--- src/rtl/btc_pkg.sv ---
package btc_pkg;
  parameter int unsigned DW     = 32;          // register operand width
  parameter int unsigned AW     = 32;          // address and memory offset width
  parameter int unsigned BW     = 8;           // memory byte width
  parameter int unsigned IMM_W  = 5;           // immediate offset width
  parameter int unsigned NFLAG  = 5;           // count of undefined flags
  localparam int unsigned IW    = $clog2(DW);  // bit index width in a word
  localparam int unsigned BIW   = $clog2(BW);  // bit index width in a byte

  typedef enum logic [1:0] {
    ST_IDLE = 2'd0,
    ST_RD   = 2'd1,
    ST_WR   = 2'd2,
    ST_FIN  = 2'd3
  } btc_state_e;

  typedef struct packed {
    logic [AW-1:0]  addr;
    logic [BIW-1:0] bit_sel;
  } mem_loc_t;

  // Word bit index: full width for a wide operand, half width otherwise.
  function automatic logic [IW-1:0] reg_bit_index(input logic [IW-1:0] off,
                                                  input logic wide);
    return wide ? off : {1'b0, off[IW-2:0]};
  endfunction

  // Offset used in memory mode: immediate is unsigned and narrow.
  function automatic logic [AW-1:0] eff_offset(input logic [AW-1:0] off,
                                               input logic imm);
    return imm ? AW'(off[IMM_W-1:0]) : off;
  endfunction

  // Signed bit position to byte address plus bit within the byte.
  function automatic mem_loc_t mem_locate(input logic [AW-1:0] base,
                                          input logic [AW-1:0] eff);
    mem_loc_t          loc;
    logic signed [AW-1:0] pos;
    logic [AW-1:0]     step;
    pos         = $signed(eff);
    step        = pos >>> BIW;
    loc.addr    = base + step;
    loc.bit_sel = eff[BIW-1:0];
    return loc;
  endfunction

  function automatic logic [BW-1:0] flip_byte(input logic [BW-1:0] v,
                                              input logic [BIW-1:0] k);
    return v ^ (BW'(1) << k);
  endfunction
endpackage

--- src/rtl/btc_reg_path.sv ---
module btc_reg_path
  import btc_pkg::*;
(
  input  logic [DW-1:0] operand,
  input  logic [IW-1:0] off_low,
  input  logic          wide,
  output logic [DW-1:0] flipped,
  output logic          sel_bit
);
  logic [IW-1:0] idx;

  assign idx = reg_bit_index(off_low, wide);

  for (genvar g = 0; g < DW; g++) begin : g_bit
    assign flipped[g] = operand[g] ^ (idx == IW'(g));
  end

  assign sel_bit = operand[idx];
endmodule

--- src/rtl/btc_addr_gen.sv ---
module btc_addr_gen
  import btc_pkg::*;
(
  input  logic [AW-1:0] base,
  input  logic [AW-1:0] offset,
  input  logic          imm,
  output mem_loc_t      loc
);
  logic [AW-1:0] eff;

  assign eff = eff_offset(offset, imm);
  assign loc = mem_locate(base, eff);
endmodule

--- src/rtl/btc_mem_seq.sv ---
module btc_mem_seq
  import btc_pkg::*;
(
  input  logic          clk,
  input  logic          rst_n,
  input  logic          start_reg,
  input  logic          start_mem,
  input  mem_loc_t      loc_in,
  input  logic [DW-1:0] reg_result_in,
  input  logic          reg_cf_in,
  input  logic          mem_ack,
  input  logic [BW-1:0] mem_rdata,
  output logic          mem_req,
  output logic          mem_we,
  output logic [AW-1:0] mem_addr,
  output logic [BW-1:0] mem_wdata,
  output logic          busy,
  output logic          done,
  output logic [DW-1:0] result,
  output logic          cf
);
  btc_state_e     state_q;
  logic [AW-1:0]  addr_q;
  logic [BIW-1:0] bitsel_q;
  logic [BW-1:0]  rd_byte_q;
  logic [BW-1:0]  wr_byte_q;
  logic [DW-1:0]  result_q;
  logic           cf_q;
  logic [BW-1:0]  mod_byte;

  // Named internal events
  logic rd_done, wr_done;
  assign rd_done  = (state_q == ST_RD) && mem_ack;
  assign wr_done  = (state_q == ST_WR) && mem_ack;
  assign mod_byte = flip_byte(mem_rdata, bitsel_q);

  always_ff @(posedge clk) begin
    if (!rst_n) begin
      state_q   <= ST_IDLE;
      addr_q    <= '0;
      bitsel_q  <= '0;
      rd_byte_q <= '0;
      wr_byte_q <= '0;
      result_q  <= '0;
      cf_q      <= 1'b0;
    end else begin
      unique case (state_q)
        ST_IDLE: begin
          if (start_reg) begin
            result_q <= reg_result_in;
            cf_q     <= reg_cf_in;
            state_q  <= ST_FIN;
          end else if (start_mem) begin
            addr_q   <= loc_in.addr;
            bitsel_q <= loc_in.bit_sel;
            state_q  <= ST_RD;
          end
        end
        ST_RD: begin
          if (rd_done) begin
            rd_byte_q <= mem_rdata;
            wr_byte_q <= mod_byte;
            cf_q      <= mem_rdata[bitsel_q];
            result_q  <= DW'(mod_byte);
            state_q   <= ST_WR;
          end
        end
        ST_WR: begin
          if (wr_done) state_q <= ST_FIN;
        end
        default: state_q <= ST_IDLE;
      endcase
    end
  end

  assign mem_req   = (state_q == ST_RD) || (state_q == ST_WR);
  assign mem_we    = (state_q == ST_WR);
  assign mem_addr  = addr_q;
  assign mem_wdata = wr_byte_q;
  assign busy      = (state_q != ST_IDLE);
  assign done      = (state_q == ST_FIN);
  assign result    = result_q;
  assign cf        = cf_q;

  AST_DONE_SINGLE: assert property (@(posedge clk) disable iff (!rst_n)
    done |=> !done);
  AST_HOLD_ACCESS: assert property (@(posedge clk) disable iff (!rst_n)
    (mem_req && !mem_ack) |=> (mem_req && $stable(mem_addr) && $stable(mem_we)));
  AST_READ_THEN_WRITE: assert property (@(posedge clk) disable iff (!rst_n)
    (mem_req && !mem_we && mem_ack) |=> (mem_req && mem_we && $stable(mem_addr)));
  AST_WRITE_ONE_BIT: assert property (@(posedge clk) disable iff (!rst_n)
    (mem_req && mem_we) |-> ($countones(mem_wdata ^ rd_byte_q) == 1));
  AST_HOLD_RESULT: assert property (@(posedge clk) disable iff (!rst_n)
    (!busy && !start_reg && !start_mem) |=> ($stable(result) && $stable(cf)));
endmodule

--- src/rtl/btc_unit.sv ---
module btc_unit
  import btc_pkg::*;
(
  input  logic                clk,
  input  logic                rst_n,
  input  logic                req_valid,
  input  logic                req_mem,
  input  logic                req_wide,
  input  logic                req_imm,
  input  logic [DW-1:0]       req_base,
  input  logic [AW-1:0]       req_offset,
  output logic                busy,
  output logic                done,
  output logic [DW-1:0]       result,
  output logic                cf,
  output logic [NFLAG-1:0]    aux_flags,
  output logic                aux_flags_valid,
  output logic                mem_req,
  output logic                mem_we,
  output logic [AW-1:0]       mem_addr,
  output logic [BW-1:0]       mem_wdata,
  input  logic [BW-1:0]       mem_rdata,
  input  logic                mem_ack
);
  logic          accept, start_reg, start_mem;
  logic [DW-1:0] reg_flipped;
  logic          reg_sel;
  mem_loc_t      loc;

  assign accept    = req_valid && !busy;
  assign start_reg = accept && !req_mem;
  assign start_mem = accept && req_mem;

  btc_reg_path u_reg (
    .operand (req_base),
    .off_low (req_offset[IW-1:0]),
    .wide    (req_wide),
    .flipped (reg_flipped),
    .sel_bit (reg_sel)
  );

  btc_addr_gen u_addr (
    .base   (req_base[AW-1:0]),
    .offset (req_offset),
    .imm    (req_imm),
    .loc    (loc)
  );

  btc_mem_seq u_seq (
    .clk           (clk),
    .rst_n         (rst_n),
    .start_reg     (start_reg),
    .start_mem     (start_mem),
    .loc_in        (loc),
    .reg_result_in (reg_flipped),
    .reg_cf_in     (reg_sel),
    .mem_ack       (mem_ack),
    .mem_rdata     (mem_rdata),
    .mem_req       (mem_req),
    .mem_we        (mem_we),
    .mem_addr      (mem_addr),
    .mem_wdata     (mem_wdata),
    .busy          (busy),
    .done          (done),
    .result        (result),
    .cf            (cf)
  );

  assign aux_flags       = '0;
  assign aux_flags_valid = 1'b0;

  AST_REG_ONE_BIT: assert property (@(posedge clk) disable iff (!rst_n)
    start_reg |=> ($countones(result ^ $past(req_base)) == 1));
  AST_REG_DONE_NEXT: assert property (@(posedge clk) disable iff (!rst_n)
    start_reg |=> (done && !mem_req));
  AST_BUSY_IGNORE: assert property (@(posedge clk) disable iff (!rst_n)
    (req_valid && busy) |=> $stable(mem_addr));
endmodule

--- config.mk ---
export PLATFORM = sky130hd
export DESIGN_NAME = btc_unit
export DESIGN_NICKNAME = d
export VERILOG_FILES = /design/src/rtl/btc_pkg.sv /design/src/rtl/btc_reg_path.sv /design/src/rtl/btc_addr_gen.sv /design/src/rtl/btc_mem_seq.sv /design/src/rtl/btc_unit.sv
export SDC_FILE = /design/constraint.sdc
export NUM_CORES = 1
export LEC_CHECK = 0
export BUFFER_PORTS_ARGS = -buffer_cell sky130_fd_sc_hd__buf_2
export CAP_MARGIN = 0
export CORE_MARGIN = 4
export CORE_UTILIZATION = 48
export DETAILED_ROUTE_END_ITERATION = 10
export GPL_TIMING_DRIVEN = 0
export HOLD_SLACK_MARGIN = 0.08
export PLACE_DENSITY = 0.81
export SLEW_MARGIN = 5
export SYNTH_ARGS = -nofsm -noshare
export SYNTH_HDL_FRONTEND = slang
export SYNTH_SLANG_ARGS = --single-unit
--- constraint.sdc ---
create_clock -name clk -period 2.6 [get_ports clk]
set_input_delay 0.39 -clock clk [delete_from_list [all_inputs] [get_ports clk]]
set_output_delay 0.39 -clock clk [all_outputs]
set_load 0.02 [all_outputs]
Word level (Yosys, flattened, before mapping)

Cells that the tools add are included.

Memory bits (read-only): 0
Logic and storage cells: 115
Memories: 0
Output and inout port bits: 83
Bits in latches: 0
Bits in writable memories: 0
Register bits after elaboration: 78

Add/sub/neg operators: 1
Order comparisons: 2
Shift operators: 1
Reduce and logical (&&, ||, !) cells: 16
Equality and inequality tests: 38
Divide/modulo/power cells: 0
$mul: 0
Mux-type cells: 17
Bitwise gates (word level): 34

Operators by type and width:

| cell                | count |
|---|---|
| $mux 32             | 3 |
| $eq 5x5->1 const B  | 16 |
| $pmux 32 s2         | 1 |
| $eq 5x4->1 const B  | 8 |
| $add 32x32->32      | 1 |
| $xor 1x1->1         | 32 |
| $eq 5x3->1 const B  | 4 |
| $eq 5x2->1 const B  | 2 |
| $reduce_and 3->1    | 3 |
| $mux 2              | 4 |
| $shl 1x3->8 const A | 1 |
| $xor 8x8->8         | 1 |
| $lt 5x6->1 const B  | 1 |
| $pmux 2 s3          | 1 |
| $bmux 1 s5          | 1 |
| $eq 5x1->1 const B  | 1 |
| $logic_and 1x1->1   | 5 |
| $logic_not 5->1     | 1 |
| $mux 5              | 1 |
| $eq 2x2->1 const B  | 2 |
| $lt 3x4->1 const B  | 1 |
| $mux 1              | 4 |
| $ne 2x1->1 const B  | 2 |
| $reduce_bool 2->1   | 2 |
| 10 further kinds    | 11 |

Logic depth before layout (Yosys ltp)

Gate-level depths: netlist of the first run.

Depth after elaboration: 7
Gate-level depth with buffers: 12

Modules after synthesis

A second synthesis of the first run with hierarchy kept.

Cells, all modules: 811
Area, all modules: 6284.8 um^2

By module, submodules not included:

| module       | cells an instance | instances | area each (um^2) | sequential area each (um^2) |
|---|---|---|---|---|
| btc_mem_seq  | 389               | 1         | 3206.8           | 1561.5 |
| btc_addr_gen | 312               | 1         | 2194.6           | 0.0 |
| btc_reg_path | 101               | 1         | 813.3            | 0.0 |
| btc_unit     | 9                 | 1         | 70.1             | 0.0 |

Worst setup path after synthesis of the first run

Ideal clock, no wire load.

Kind: in2reg
Start point: input req_imm
End point: register u_seq.addr_q[30], in the netlist u_seq.mem_addr[30]
Buffers on the path: 1
Slack: -186 ps
Stages on the path: 11
Data required time: 2480 ps
Data arrival time: 2666 ps
Cells stage by stage: clkbuf_1 nor2b_1 ha_1 a21o_1 a221o_2 a31oi_4 o31ai_2 a21oi_4 nor3_1 o21a_1 a211o_1

Cells in the longest elaborated chain, start to end: 2

RTL lines:

| item                   | RTL line          | RTL |
|---|---|---|
| start: declaration     | btc_unit.sv:9     | `input logic req_imm,` |
| $mux 32                | btc_pkg.sv:31     | `return imm ? AW'(off[IMM_W-1:0]) : off;` |
| $add 32x32->32         | btc_pkg.sv:42     | `loc.addr = base + step;` |
| end signal: assignment | btc_mem_seq.sv:54 | `addr_q <= loc_in.addr;` |
| end: declaration       | btc_mem_seq.sv:23 | `logic [AW-1:0] addr_q;` |

No other way between the ends.
A chain may end at the register's enable or synchronous reset.

Final worst setup path of the first run

Start point: input req_imm
End point: register u_seq.addr_q[24], in the netlist u_seq.mem_addr[24]

The elaborated chain is that of the path after synthesis.

==> results of run 1 <==
## worst paths after layout
path	cells past startpoint	slack (ns)	endpoint
min	3	0.43	u_seq.mem_wdata[0]
max	12	0.09	u_seq.mem_addr[24]
min reg2reg	2	0.45	u_seq.mem_addr[9]
max reg2reg	7	0.11	u_seq.mem_addr[11]
## report_power, final
part           internal (mW)  leakage, nW  switching, mW
sequential              1.41        0.636          0.119
clock                  0.697        0.142          0.527
combinational          0.738         2.42           1.32
total                   2.85         3.20           1.96
## kinds of logic (layout without fill, tap and decap cells)
family | count (synthesis) | after routing
and+or+nand+nor | 292 | 292
AOI/OAI and AO/OA | 191 | 191
DFF | 78 | 78
buffers and inverters | 65 | 242
xor gates and xnor gates | 60 | 60
adders and majority gates | 36 | 36
muxes | 13 | 13
other | 1 | 6
## worst register-to-register path: stages, from the launching register on
cell      delay [ns]
dfxtp_1         0.34
inv_1           0.09
ha_1            0.25
and3_1          0.26
clkbuf_1        0.44
buf_1           0.52
o21ai_0         0.32
a21oi_1         0.20
## cell usage after synthesis (all sizes together), types with 11 or more instances
cell	n	area, µm²
a211oi	24	180
a21o	15	113
a21oi	61	320
a22oi	24	180
a31oi	11	90.1
clkbuf	42	158
dfxtp	78	1560
ha	35	438
inv	12	45.0
mux4	12	270
nand2	86	323
nand3	32	160
nor2	89	334
nor2b	30	188
nor3	12	60.1
o21ai	29	145
xnor2	29	254
xor2	31	272
## sequential cells by signal, indices dropped and copies added, names as in the netlist
register         cells
u_seq.mem_addr      32
u_seq.result        32
u_seq.mem_wdata      8
u_seq.bitsel_q       3
u_seq.state_q        2
u_seq.cf             1
## repair_timing
item / CTS / global route
setup endpoints to repair: 13 / 15
setup buffers: 3 / 6
resized for setup: 8 / 30
cloned: 0 / 1
pin swaps: 6 / 13
## stage by stage
stage | instances | cell area [µm²] | TNS (ns) | setup WS, ns | hold slack [ns]
2_1_floorplan | 741 | 5760 | 0 | 0.00900 | 0.465
3_3_place_gp | 1037 | 6700 | -8.06 | -0.651 | 0.438
3_5_place_dp | 1037 | 6700 | -7.87 | -0.639 | 0.444
4_1_cts | 1056 | 7030 | 0 | 0.00330 | 0.417
5_1_grt | 1061 | 7210 | -0.0467 | -0.0185 | 0.455
6_report | 1061 | 7210 | 0 | 0.0936 | 0.427
## cell type report
type | count | area [µm²]
repair buffers | 163 | 851
plain buffers | 50 | 240
clock inverters | 5 | 31.3
flip-flops and latches | 78 | 1560
fillers | 1010 | 4300
multi-input cells | 598 | 4050
clock buffers | 11 | 253
inverters | 13 | 48.8
well taps | 143 | 179
## metal layers
metal,up-vias,global-route usage [%]
li1,2972,-
met1,2807,34.5
met2,355,42.1
met3,75,5.66
met4,0,13.5
met5,-,0
==> metrics, run 1 <==
post-synthesis sequential area ratio 27.4%; Max Root-Sink Buffers 2; hold path startpoint mem_rdata[0]; worst path bufs/invs 2; WL met1 7590 µm; status complete, no violations; CP Data Required Time 2.87 ns; RR Startpoint u_seq.state_q[0]; Distinct cells, synth 54; power after layout about 4.8 mW; Tcrit/Tclk final 96.4%; CTS tree yes; Max transition margin 58.4%; Cell Rows 39; minimum clock period 2.51 ns; crit path from req_imm; GRT Util Overall 26.6%; Skew-Pair Late Insertion Delay about 0.35 ns; PortBufs 153; Initial Util 49.5%; CP delay by family, top compound AO/OA/AOI/OAI gates; Compound-Gate Fraction of Synth Area 22.0%; area grow syn2layout 26.5%; first-pass GRT wire length 28500 µm; post-layout util 62.6%; commonest non-fill, non-tap cell in the layout buf_2; Synth Instances 736; max-cap violations 0; GP Congestion 0.972; via count of the routed design slightly above 6000; 1st-pass router iterations 6; Synth Cell Area 5700 µm²; P_leak 3.20 nW; post-synthesis mux area share just under 5%; CP max stage delay 0.42 ns; Hold Buf Count CTS 0; f_max 399 MHz; WL final 18500 µm; crit path cell chain buf_6, clkbuf_16, nor2b_2, ha_1, and3_1, a221o_2, a311o_1, a21oi_2, o21ai_2, a31oi_2, nand4_1, o211ai_1; most frequent cells in the layout buf_2, nor2_1, nand2_1; Post-synth EDFFs 0; Final Max Slew Viols 0; largest net degree at the start of global routing 14; H-tree depth 3; crit path capture type flop; clk sinks 78; initial antenna violation count 0; vias in the first global route a little under 6000; Worst Tran Pin Value approximately 0.62 ns; core area around 12000 µm²; Yosys reg bits 78; Hold Path Class in -> reg; maximum vdd ir drop 396 µV; Crit Path Category in -> reg; CP max FO 10; Initial DRC Count 577; PD cells 666 nW/µm²; simple-gate share of the synthesized area 23.7%; total gr overflow 0; Syn. warnings 0; Num CTS Buffers 9; height of the die approximately 120 µm; WL/cell roughly 17 µm; total die area 13700 µm²; FFs w/ async S/R, synth 0%; DR top layer met4; XOR/XNOR Fraction of Synth Area 9.22%; Post-Synth Adder-Cell Area 8.03%; Setup-failing EPs final 0; met3 wire length 1770 µm; CTS Root Buffer Type clkbuf_16; slowest CP cell a221o_2; DRT antenna net count 0; met2 wire len 8390 µm; main combinational cell family by area after synthesis simple AND/OR/NAND/NOR gates; clock skew ~0.0074 ns; number of hold violations in the final report 0; CP Launch Type input port; Synth Flop Type dfxtp_1; synthesized area per cell slightly below 8 µm²; DRC errors left 0; CP arrival 2.78 ns; Die Wd 117 µm; CTS clk-pin slew, worst paths 0.06 ns; n_diodes 0; Via-to-Cell Ratio approximately 5.9; io pins about 160; layout cell share with drive strength beyond 1 25.9%; hpwl dp 14300 µm; nets 1028
Note: power is estimated with default switching activity, not from simulation.
==> run 2: changes to the inputs <==
- ABC_AREA: unset -> 1
- CORE_UTILIZATION: 48 -> 50
- PLACE_DENSITY: 0.81 -> 0.83
==> run 2 against run 1 <==
Synthesized cell count up 54%; utilization decreased by 0.38 points; hold slack got worse by 0.070 ns; wire length rose by 11%; power up 11%; sequential share of layout area is 2.0 points lower; combinational power is 12% higher; largest cell class unchanged; largest power group unchanged; highest routed layer unchanged.
==> metrics, run 2 <==
status complete, no violations; met1 usage 36.3% (+1.8 points); hpwl dp 16600 µm (+16%); Num CTS Buffers 9 (unchanged); maximum vdd ir drop 461 µV (+16%); post-synthesis mux area share 0% (-4.9 points); initial antenna violation count 1 (+1); placed insts 1464 (+41%); most frequent cells in the layout nand2_1, inv_1, buf_2; GP Congestion 0.945 (-2.8%); largest net degree at the start of global routing 14 (unchanged); Tcrit/Tclk final 89.6% (-6.8 points); Placement Setup Slack -0.187 ns (+0.452 ns); Final Max Slew Viols 0 (unchanged); Max Root-Sink Buffers 2 (unchanged); vias in the first global route 6712 (+16%); 1st-pass router iterations 7 (+1); Skew-Pair Late Insertion Delay 0.35 ns (about the same); RR Endpoint u_seq.mem_addr[19]; Compound-Gate Fraction of Synth Area 14.2% (-7.8 points); Synth Cell Area 6600 µm² (+16%); Die Wd 123 µm (+5.0%); final worst slack 0.270 ns (+0.176 ns); Switching Share 40.6% (-0.17 points); XOR/XNOR Fraction of Synth Area 5.84% (-3.4 points); hold depth 3 (unchanged); commonest non-fill, non-tap cell in the layout nand2_1; Syn. warnings 0 (unchanged); Worst Tran Pin Value 0.671 ns (+0.0472 ns); height of the die 123 µm (+5.0%); Initial Util 51.7% (+2.1 points); Comb pwr share 42.9% (+0.2 points); Setup-failing EPs final 0 (unchanged); simple-gate share of the synthesized area 34.0% (+10 points); clk sinks 78 (unchanged); max-cap violations 0 (unchanged); Clock Power Share 27.7% (+2.2 points); CTS Root Buffer Type clkbuf_16; minimum clock period 2.33 ns (-0.176 ns); Crit Path Category in -> reg; core area 12800 µm² (+11%); area grow syn2layout 20.6%; Cell Rows 41 (+5.1%); worst reg-to-reg path cell count 9 (+2); WL final 20600 µm (+11%); WL/cell 13.9 µm (-20%); Initial DRC Count 618 (+7.1%); Sequential Power Share 29.4% (-2.4 points); CP arrival 2.58 ns (-0.20 ns); total gr overflow 0 (unchanged); post-synthesis sequential area ratio 23.7% (-3.7 points); DRC errors left 0 (unchanged); post-layout util 62.3% (-0.38 points); nets 1418 (+38%); Via-to-Cell Ratio 5.05 (-14%); Distinct cells, synth 34 (-37%); NetSw 2.18 mW (+11%); R2R Setup Slk 0.58 ns (+0.47 ns); Synth Instances 1133 (+54%); GR Util met3 4.42% (-1.2 points); GRT Util Overall 27.3% (+0.63 points); f_max 429 MHz (+7.6%); main combinational cell family by area after synthesis simple AND/OR/NAND/NOR gates; Synth Flop Type dfxtp_1; P_leak 4.67 nW (+46%); first-pass GRT wire length 32300 µm (+13%); Post-synth EDFFs 0 (unchanged); Min Hold Slack 0.357 ns (-0.0700 ns); CTS clk-pin slew, worst paths 0.06 ns (about the same); post-route insts no fill 1480 (+39%); Most Crowded Layer GR met2; most frequent cell after synthesis nand2_1; grt met2 use 43.9% (+1.9 points); number of hold violations in the final report 0 (unchanged); CP max FO 10 (unchanged); Hold Path Class in -> reg; clock skew 0.00614 ns (-0.00125 ns); CP Data Required Time 2.85 ns (-0.02 ns); largest cells by area after synthesis dfxtp_1, nand2_1, inv_1; via count of the routed design 7476 (+20%); io pins 162 (unchanged); RSZ-0062 raised after global routing false; PD cells 673 nW/µm² (+1.1%); synthesized area per cell 5.82 µm² (-25%); Yosys top cell area share 23.7% (-3.7 points); CTS tree yes; Hold Buf Count CTS 0 (unchanged); PortBufs 154 (+0.65%); top post-synthesis cells by count nand2_1, inv_1, nor2_1; WHS Endpoint u_seq.bitsel_q[2]; Fillers 1292 (+28%); P_int 3.18 mW (+12%); H-tree depth 3 (unchanged); RR Startpoint u_seq.state_q[0]; crit path capture type flop; layout cell share with drive strength beyond 1 16.0% (-9.9 points); FFs w/ async S/R, synth 0% (unchanged); Post-Synth Adder-Cell Area 6.94% (-1.1 points); hold path startpoint req_offset[2]; cell taking the most area after synthesis dfxtp_1; Max transition margin 55.1% (-3.3 points); CP Launch Type input port; total die area 15100 µm² (+10%); Yosys reg bits 78 (unchanged); DRT antenna net count 0 (unchanged); Final TNS setup 0 ns (unchanged)
run 2: cells by family after synthesis:
kind of cell    Yosys count
buf+inv                 254
compound gates          160
other cells               1
fa+ha+maj                36
flops                    78
xor+xnor                 44
simple gates            560
run 2: metrics by stage:
step / instance area [µm²] / power (mW)
6_report: 7950 / 5.36
5_1_grt: 7950 / 5.69
4_1_cts: 7950 / 5.35
3_5_place_dp: 7600 / 3.85
3_3_place_gp: 7600 / 3.81
2_1_floorplan: 6620 / 3.16
run 2: power groups by stage:
stage                     sequential, mW  clock, mW  combinational (mW)
final                               1.57       1.49                2.30
after global routing                1.60       1.55                2.55
after CTS                           1.57       1.50                2.28
after detailed placement            1.59          0                2.25
after global placement              1.58          0                2.23
after floorplan                     1.86          0                1.30
run 2: area by class of cell:
class | count | area, µm² | area share [%]
Multi-Input combinational cell | 806 | 4050 | 50.9
Antenna cell | 1 | 2.50 | 0.0315
Clock buffer | 10 | 239 | 3.00
Tap cell | 172 | 215 | 2.71
Sequential cell | 78 | 1560 | 19.6
Clock inverter | 5 | 108 | 1.35
Buffer | 37 | 196 | 2.47
Inverter | 217 | 815 | 10.2
Timing Repair Buffer | 154 | 771 | 9.69
run 2: what timing repair did:
item	CTS	global route
buffers inserted	0	0
gates resized for setup	0	4
setup endpoints to repair	0	16
run 2: worst max path at each step:
| stage | startpoint | endpoint | slack (ns) | cells past startpoint |
|---|---|---|---|---|
| finish | req_imm | u_seq.mem_addr[21] | 0.27 | 14 |
| global placement | req_imm | u_seq.mem_addr[15] | -0.16 | 13 |
| global route | req_imm | u_seq.mem_addr[23] | 0.03 | 14 |
| floorplan | req_imm | u_seq.mem_addr[24] | 0.33 | 13 |
| CTS | req_imm | u_seq.mem_addr[23] | 0.17 | 14 |
| detailed placement | req_imm | u_seq.mem_addr[25] | -0.19 | 15 |
run 2: worst max-delay path: stages:
cell and delay [ns]:
clkbuf_1 0.33, clkbuf_2 0.32, nor2_1 0.08, ha_1 0.38, nand2_1 0.11, nor2_1 0.20
and2_1 0.16, nand2_1 0.05, nand2_1 0.15, nand2_1 0.09, nand3_1 0.07, nand3_1 0.11
nand2_1 0.09, inv_1 0.03
run 2: routing by layer:
layer / vias to the layer above / share of wire (%)
met5: - / 0
met2: 313 / 44
met1: 3281 / 44
met4: 0 / 3.8
li1: 3818 / -
met3: 64 / 7.8
==> run 3: changes to the inputs <==
- SETUP_SLACK_MARGIN: unset -> 0.3
==> run 3 against run 2 <==
Combinational power about the same; sequential cell count unchanged; critical endpoint unchanged; utilization barely moved; highest routed layer unchanged; largest power group unchanged; critical path depth unchanged; power hardly changed; die area is the same; hold slack hardly changed; maximum frequency up 9.2%; sequential share of layout area about the same.
==> metrics, run 3 (synthesis results as in run 2) <==
status complete, no violations; maximum vdd ir drop 461 µV (about the same); CTS clk-pin slew, worst paths 0.06 ns (about the same); final worst slack 0.467 ns (+0.197 ns); CTS tree yes; Worst Tran Pin Value 0.666 ns (-0.00557 ns); PortBufs 154 (unchanged); Placement Setup Slack -0.187 ns (unchanged); io pins 162 (unchanged); largest net degree at the start of global routing 14 (unchanged); GP Congestion 0.945 (unchanged); layout cell share with drive strength beyond 1 16.1% (+0.15 points); WL/cell 14.0 µm (about the same); PD cells 673 nW/µm² (about the same); Register Area 1560 µm² (unchanged); number of hold violations in the final report 0 (unchanged); total gr overflow 0 (unchanged); fin area 7960 µm² (about the same); Comb pwr share 42.9% (about the same); P_int 3.18 mW (about the same); CP Data Required Time 2.85 ns (about the same); Post-CTS Setup Bufs 0 (unchanged); clock skew 0.00596 ns (-0.000185 ns); Crit Path Category in -> reg; Max transition margin 55.5% (+0.37 points); Clock Power Share 27.7% (about the same); nets 1418 (unchanged); f_max 469 MHz (+9.2%); Initial DRC Count 615 (-0.49%); Cell Rows 41 (unchanged); power after layout 5.36 mW (about the same); first-pass GRT wire length 32300 µm (about the same); via count of the routed design 7461 (-0.20%); Max Root-Sink Buffers 2 (unchanged); H-tree depth 3 (unchanged); DRT antenna net count 0 (unchanged); 1st-pass router iterations 6 (-1); clk sinks 78 (unchanged); DRC errors left 0 (unchanged); Initial Util 51.7% (unchanged); Hold Path Class in -> reg; total die area 15100 µm² (unchanged); commonest non-fill, non-tap cell in the layout nand2_1; vias in the first global route 6714 (+0.030%); Final Max Slew Viols 0 (unchanged); crit path capture type flop; hpwl dp 16600 µm (unchanged); multi-input gate area in the final layout 4050 µm² (about the same); Fillers 1291 (-0.077%); CTS Root Buffer Type clkbuf_16; RSZ-0062 raised after global routing false; area grow syn2layout 20.7% (about the same); Skew-Pair Late Insertion Delay 0.35 ns (about the same); most frequent cells in the layout nand2_1, inv_1, buf_2; Die Wd 123 µm (unchanged); P_leak 4.67 nW (about the same); initial antenna violation count 1 (unchanged); core area 12800 µm² (unchanged); height of the die 123 µm (unchanged); minimum clock period 2.13 ns (-0.197 ns); CP max FO 10 (unchanged); Min Hold Slack 0.357 ns (-0.0000250 ns); Via-to-Cell Ratio 5.04 (-0.20%); Final TNS setup 0 ns (unchanged); Num CTS Buffers 9 (unchanged); WL final 20600 µm (about the same); CP Launch Type input port; Sequential Power Share 29.4% (about the same); GRT Util Overall 27.3% (about the same); max-cap violations 0 (unchanged); Switching Share 40.7% (about the same); Setup-failing EPs final 0 (unchanged); NetSw 2.18 mW (about the same); Tcrit/Tclk final 82.1% (-7.6 points); placed instance area 7600 µm² (unchanged); CP arrival 2.38 ns (-0.20 ns)
-- run 3: cell count changes in the layout (fill, tap and decap cells not counted), sizes merged --
| cell | before | now |
|---|---|---|
| buf | 176 | 177 |
| clkbuf | 25 | 24 |
-- run 3: timing repair --
| item | 4_1_cts | 5_1_grt |
|---|---|---|
| resized for setup | 2 | 6 |
| hold buffers | 0 | 0 |
| endpoints found under the setup margin | 21 | 23 |
-- run 3: final cells by class --
class	instances	area share, %
buffer	37	2.51
antenna	1	0.0314
timing repair buffer	154	9.68
inverter	217	10.2
multi-input combinational	806	50.9
clock buffer	10	3.00
sequential	78	19.6
tap	172	2.70
clock inverter	5	1.35
-- run 3: power by group through the flow --
stage | sequential [mW] | combinational (mW) | clock (mW)
5_1_grt | 1.60 | 2.55 | 1.55
2_1_floorplan | 1.86 | 1.30 | 0
3_5_place_dp | 1.59 | 2.25 | 0
4_1_cts | 1.57 | 2.28 | 1.50
6_report | 1.57 | 2.30 | 1.49
3_3_place_gp | 1.58 | 2.23 | 0
-- run 3: final timing paths --
check / startpoint / end / slack [ns] / depth (start not counted)
worst max-delay path: req_imm / u_seq.mem_addr[21] / 0.47 / 14
worst min-delay path: req_offset[2] / u_seq.bitsel_q[2] / 0.36 / 3
worst max register to register: u_seq.state_q[0] / u_seq.mem_addr[19] / 0.59 / 9
worst min register to register: u_seq.result[0] / u_seq.result[0] / 0.46 / 2
-- run 3: routing by layer --
| layer | global-route usage (%) | part of all wire (%) | vias up |
|---|---|---|---|
| met3 | 4.42 | 7.4 | 61 |
| li1 | - | - | 3819 |
| met2 | 44.0 | 44 | 309 |
| met5 | 0 | 0 | - |
| met1 | 36.3 | 45 | 3272 |
| met4 | 11.1 | 3.7 | 0 |
-- run 3: critical path, cell delays in order --
cell and delay (ns):
clkbuf_2 0.20, clkbuf_2 0.25, nor2_1 0.08, ha_1 0.38, nand2_1 0.11, nor2_1 0.22
and2_1 0.16, nand2_1 0.05, nand2_1 0.15, nand2_1 0.09, nand3_1 0.07, nand3_1 0.11
nand2_1 0.09, inv_1 0.03
-- run 3: per-stage QoR --
stage | instances | utilization [%]
floorplan | 1138 | -
global placement | 1464 | 59.5
detailed placement | 1464 | 59.5
CTS | 1479 | 62.2
global route | 1480 | 62.3
finish | 1480 | 62.3
